`src/rtl/usb_phy_powerup_seq.sv`:
```
module usb_phy_powerup_seq #(
  parameter int unsigned CLK_HZ = 50_000_000
) (
  input  logic       clk,
  input  logic       rst_n,
  input  logic       init_req,
  input  logic       exit_req,
  input  logic       req_port,
  output logic       busy,
  output logic       done,
  output logic       ref_clk_en,
  output logic       por_rst_n,
  output logic [1:0] utmi_rst_n,
  output logic       wr_req,
  output logic       wr_port,
  output logic [7:0] wr_addr,
  output logic [7:0] wr_data,
  input  logic       wr_ack
);
  localparam int unsigned REF_CYC = (CLK_HZ / 10000 > 0) ? CLK_HZ / 10000 : 1;
  localparam int unsigned POR_CYC = (3 * (CLK_HZ / 10000) > 0) ? 3 * (CLK_HZ / 10000) : 1;
  localparam int unsigned SET_CYC = (CLK_HZ / 500 > 0) ? CLK_HZ / 500 : 1;
  localparam int CW = $clog2(SET_CYC + POR_CYC + REF_CYC + 1);

  typedef enum logic [2:0] {IDLE, W_REF, W_POR, WR, W_CLK, W_UTMI, X_POR, X_CLK} st_t;

  st_t           st;
  logic [CW-1:0] cnt;
  logic          port;

  wire tick = (cnt == '0);

  assign busy    = (st != IDLE);
  assign wr_port = 1'b0;
  assign wr_addr = 8'h06;
  assign wr_data = 8'h04;

  always_ff @(posedge clk or negedge rst_n) begin
    if (!rst_n) begin
      st         <= IDLE;
      cnt        <= '0;
      port       <= 1'b0;
      done       <= 1'b0;
      ref_clk_en <= 1'b0;
      por_rst_n  <= 1'b0;
      utmi_rst_n <= 2'b00;
      wr_req     <= 1'b0;
    end else begin
      done <= 1'b0;
      if (!tick) cnt <= cnt - 1'b1;
      case (st)
        IDLE: begin
          if (init_req) begin
            port       <= req_port;
            ref_clk_en <= 1'b1;
            cnt        <= CW'(REF_CYC - 1);
            st         <= W_REF;
          end else if (exit_req) begin
            port                 <= req_port;
            utmi_rst_n[req_port] <= 1'b0;
            st                   <= X_POR;
          end
        end
        W_REF: if (tick) begin
          por_rst_n <= 1'b1;
          cnt       <= CW'(POR_CYC - 1);
          st        <= W_POR;
        end
        W_POR: if (tick) begin
          wr_req <= 1'b1;
          st     <= WR;
        end
        WR: if (wr_ack) begin
          wr_req <= 1'b0;
          cnt    <= CW'(SET_CYC - 1);
          st     <= W_CLK;
        end
        W_CLK: if (tick) begin
          utmi_rst_n[port] <= 1'b1;
          cnt              <= CW'(SET_CYC - 1);
          st               <= W_UTMI;
        end
        W_UTMI: if (tick) begin
          done <= 1'b1;
          st   <= IDLE;
        end
        X_POR: begin
          por_rst_n <= 1'b0;
          st        <= X_CLK;
        end
        X_CLK: begin
          ref_clk_en <= 1'b0;
          done       <= 1'b1;
          st         <= IDLE;
        end
        default: st <= IDLE;
      endcase
    end
  end
endmodule

```
`config.mk`:
```
export PLATFORM = sky130hd
export DESIGN_NAME = usb_phy_powerup_seq
export DESIGN_NICKNAME = d
export VERILOG_FILES = /design/src/rtl/usb_phy_powerup_seq.sv
export SDC_FILE = /design/constraint.sdc
export NUM_CORES = 1
export LEC_CHECK = 0
export BUFFER_PORTS_ARGS = -buffer_cell sky130_fd_sc_hd__buf_2
export CAP_MARGIN = 10
export CORE_ASPECT_RATIO = 0.6
export CORE_UTILIZATION = 56
export CTS_CLUSTER_SIZE = 12
export DETAILED_ROUTE_END_ITERATION = 10
export GPL_TIMING_DRIVEN = 0
export PLACE_DENSITY_LB_ADDON = 0.1
export SLEW_MARGIN = 20
export SYNTH_ARGS = -nofsm -noshare
export SYNTH_HDL_FRONTEND = slang
export SYNTH_SLANG_ARGS = --single-unit
```
`constraint.sdc`:
```
create_clock -name clk -period 2.35 [get_ports clk]
set_input_delay 0.5875 -clock clk [delete_from_list [all_inputs] [get_ports clk]]
set_output_delay 0.5875 -clock clk [all_outputs]
set_load 0.03 [all_outputs]
```
* After elaboration in Yosys (flattened, before gate mapping)
Cells that the tools add are included.
** Storage, ports and cells
- Flip-flop bits (word level) :: 27
- Output and inout port bits :: 24
- Logic and storage cells :: 80
** Cells by class
- $add $sub $neg :: 1
- $lt $le $gt $ge :: 4
- Eq/ne operators :: 16
- Muxes and demuxes :: 32
- Bitwise gates (word level) :: 3
- Reductions and logical operators :: 16
** Operators by type and width (count)
- 17-bit two-way mux :: 5
- 17-bit case mux with 4 select lines :: 1
- 3-bit case mux with 8 select lines :: 1
- 3-bit two-way mux :: 7
- 17-bit zero test :: 1
- 17-bit by 1-bit subtractor with 17-bit output (second input constant) :: 1
- 2-bit != test (second input constant) :: 8
- 3-bit == test (second input constant) :: 4
- 2-bit nonzero test :: 5
- 1-bit two-way mux :: 8
- 1-bit case mux with 2 select lines :: 4
- 3-bit by 2-bit == test with 1-bit output (second input constant) :: 2
- 2-bit two-way mux :: 3
- 2-bit AND reduction :: 3
- 6-bit AND reduction :: 1
- 1-bit by 2-bit less-than comparator with 1-bit output (second input constant) :: 2
- 2-bit case mux with 2 select lines :: 1
- 4-bit AND reduction :: 1
- 3-bit by 1-bit == test with 1-bit output (second input constant) :: 1
- 3-bit zero test :: 1
- 3-bit != test (second input constant) :: 1
- 3-bit AND reduction :: 1
- 3-bit nonzero test :: 1
- 2-bit AND :: 1
- other kinds (5) :: 8

* Longest topological paths before layout
- Depth in word-level cells :: 9
- Depth in mapped cells :: 10
- Gate-level depth less buffers :: 10

* Least setup slack after synthesis
OpenSTA, ideal clock, no wires.
- Path type :: register to register
- From :: register cnt[0]
- To :: register cnt[12]
- Data arrival time :: 2006 ps
- Data required time :: 2230 ps
- Path slack :: 224 ps
- Cell stages (with the launch flop) :: 9
- Path buffers :: 0
- Cell sequence :: dfrtp_1 inv_1 ha_1 nor3b_2 nand2_1 nor2_2 inv_2 a2111o_1 a31o_2
** Between the ends
- Cells in the longest elaborated chain, start to end :: 4
- Elaborated cells between the ends (all ways) :: 8
- Those cells by class :: 1 x add/sub; 6 x mux; 1 x reduce/logical
** Ends and longest elaborated chain
- start: declaration :: RTL line 28 : logic [CW-1:0] cnt;
- start signal: assignment :: RTL line 50 : if (!tick) cnt <= cnt - 1'b1;
- start signal: assignment :: RTL line 56 : cnt <= CW'(REF_CYC - 1);
- start signal: assignment :: RTL line 66 : cnt <= CW'(POR_CYC - 1);
- 17-bit by 1-bit subtractor with 17-bit output or 17-bit zero test (tied branches) :: RTL line 50, 31
- 17-bit two-way mux :: RTL line 50
- 17-bit two-way mux (on tied branches)
- 17-bit case mux with 4 select lines (*) :: RTL line 51 : case (st)
Mark *: on every way between the ends. The rest lies on a longest branch, timed or not.
A chain may end at the register's enable or synchronous reset.

* Final worst setup path
- From :: register cnt[10]
- To :: register cnt[12]
Same word-level chain as after synthesis.

==> results.toml <==
[route]
drtIter0Drc = 157
drc_errors = 0
drt_wl_total_um = 4670
routed_via_density = 6.03
vias = 1814
wl_per_cell_um = 15.5
first_pass_iters = 5
ant_nets = 0

[logic_synthesis]
postSynthCellCount = 226
synth_warnings = 0
synth_top_area_cell = "dfrtp_1"
synth_edf_count = 0
synth_top_area_share_pct = 35.7
synth.area.top_cells = "dfrtp_1 36%, buf_4 6.8%, nor2_1 4.8%"
async_reset_ff_share_pct = 100
ys_seq_area_share_pct = 35.7
synth.cell_area_sq_um = 1890
synth_top_flop_cell = "dfrtp_1"
ys_ff_latch = 27
ys_types = 53
postSynthAreaPerCell_sq_um = 8.37

[critical_path]
cpMaxStageDelayCell = "dfrtp_1"
crit_path_cell_trace = "nor4_2, nand3_2, nor2_4, inv_2, a2111o_1, a31o_2"
critPathArrivalTime_ns = 2.45
crit_required_ns = 2.53
cp-end-kind = "flip-flop"
crit_fanout = 10
start_kind = "flip-flop"
critical_path_class = "flip-flop to flip-flop"
cpPeakStageDelay_ns = 0.47

[global_routing]
antenna_found_initial = 0
grt_max_degree = 28
track_usage_pct = 27.1
grt_util_met2_pct = 35.9
grt_overflow_total = 0
grt_pass1_wl_um = 7230
use_met3_pct = 7.18
use_met1_pct = 43.0
top_usage_layer = "met1"
grt_pass1_vias = 1445

[sta]
hold_violations = 0
slew_headroom_pct = 45.3
setup_slack_ns = 0.0764
worst_clock_skew_ns = 0.00387
fin_setup_tns_ns = 0
period_share_pct = 96.8
period_minus_slack_ns = 2.27
setup_viol = 0
fmax_ghz = 0.440
worst_pin_slew_ns = 0.814
holdWs_ns = 0.296
slew_viol_final = 0

[min_path]
min_path_type = "primary input to async pin"

[finish]
ff_latch_area_sq_um = 676
area_growth_pct = 16.5
antenna_cells = 0
drive_gt1_share_pct = 24.3
fillCellCount = 244
final_nets = 268
multi_input_area_sq_um = 1140

[run]
cap_violations = 0

[floorplan]
core-area_sq_um = 3040
num_io_pins = 30
rows = 15
dieArea_sq_um = 3620
initial_utilization_pct = 62.2
die_h_um = 47.0
die_x_um = 77.0

[placed_design]
pre_cts_ws_ns = -0.153
hpwl_um = 3450
port_buffers = 11
place.gp.congestion = 0.916

[cts]
clockBufferDepth = 2
numCtsBuffers = 3
cts.htree.levels = 1
insertion_delay_ns = 0.28
clkTransAtPathRegs_ns = 0.10
cts_root_buf = "clkbuf_8"
clkSinkCount = 27
cts_tree = "yes"

[outcome]
status = "completed"

[power]
powerDensity_nw_per_um2 = 957
ir_drop_v = 0.000559
p_leak_uw = 0.000922
## cell families after synthesis
| group | after synthesis | synth area share [%] |
|---|---|---|
| mux | 3 | 1.72 |
| xor+xnor | 8 | 3.71 |
| compound gates | 53 | 18.3 |
| fa+ha+maj | 2 | 1.32 |
| flops | 27 | 35.7 |
| other cells | 2 | 0.397 |
| simple gates | 96 | 27.9 |
| buf+inv | 35 | 11.0 |
## layer usage
layer	vias to the layer above	routed length [um]	share of wire (%)
met3	6	505	11
met4	0	33	0.71
met2	119	1820	39
li1	861	-	-
met5	-	0	0
met1	828	2310	50
## final timing paths
path                       cells past startpoint     startpoint            end  slack (ns)
max                                            6        cnt[10]        cnt[12]        0.08
min                                            1          rst_n          st[2]        0.30
max reg2reg                                    6        cnt[10]        cnt[12]        0.08
min reg2reg                                    1  utmi_rst_n[0]  utmi_rst_n[0]        0.49
max in group asynchronous                      1          rst_n        cnt[14]        1.66
min in group clk                               1  utmi_rst_n[0]  utmi_rst_n[0]        0.49
## cell usage after synthesis, types with 4 or more instances
library cell  number
dfrtp_1           27
nor2_1            24
nand2_1           20
buf_4             17
nor3_1            13
a21oi_1           12
o21ai_0           12
clkbuf_1           7
nand3_1            7
nor4_1             6
a31oi_1            5
xnor2_1            5
buf_2              4
inv_1              4
nand2b_1           4
or4_1              4
## worst max-delay path: cells and delay by family (launching register included)
| kind | cells | cell delay [ns] |
|---|---|---|
| and+or+nand+nor | 3 | 0.91 |
| AOI/OAI and AO/OA | 2 | 0.67 |
| DFF | 1 | 0.47 |
| buffers and inverters | 1 | 0.12 |
## state kept, by name (all words and copies together), names as in the netlist
signal and cells:
cnt 17, done 1, por_rst_n 1, port 1, ref_clk_en 1, st 3
utmi_rst_n 2, wr_req 1
## per-stage QoR
stage	area [sq um]	utilization [%]	power, uW	cells
floorplan	1950	-	1470	241
global placement	2050	67.6	1680	294
detailed placement	2050	67.6	1690	294
CTS	2130	70.0	2000	298
global route	2200	72.4	2250	301
finish	2200	72.4	2110	301
## cell usage in the layout, fill, tap and decap left out, types with 4 or more instances in the layout
cell type   n
a21oi_1    12
a31oi_1     5
buf_2      15
buf_4      21
clkbuf_1    6
conb_1     17
dfrtp_1    27
inv_1       4
nand2_1    19
nand2b_1    4
nand3_1     7
nor2_1     22
nor3_1     12
nor4_1      4
o21ai_0    12
or4_1       4
xnor2_1     5
## area by class of cell
cell class                      count  share of cell area [%]
Multi-Input combinational cell    179                    51.6
Sequential cell                    27                    30.7
Buffer                             28                    8.24
Timing Repair Buffer               15                    3.86
Tap cell                           42                    2.39
Clock buffer                        3                    1.88
Inverter                            6                    1.02
Clock inverter                      1                   0.341
## where the power goes
group          switching (uW)  total [uW]  internal, uW  leakage (uW)
Combinational             625        1030           409      0.000580
Clock                     161         281           121     0.0000217
Sequential                184         793           609      0.000320
## repair_timing
action	4_1_cts	5_1_grt
hold buffers	0	0
buffers inserted	0	4
gates resized for setup	5	9
pin swaps	0	1
endpoints found under the setup margin	7	13
No activity file was read; power rests on OpenSTA's default activity.
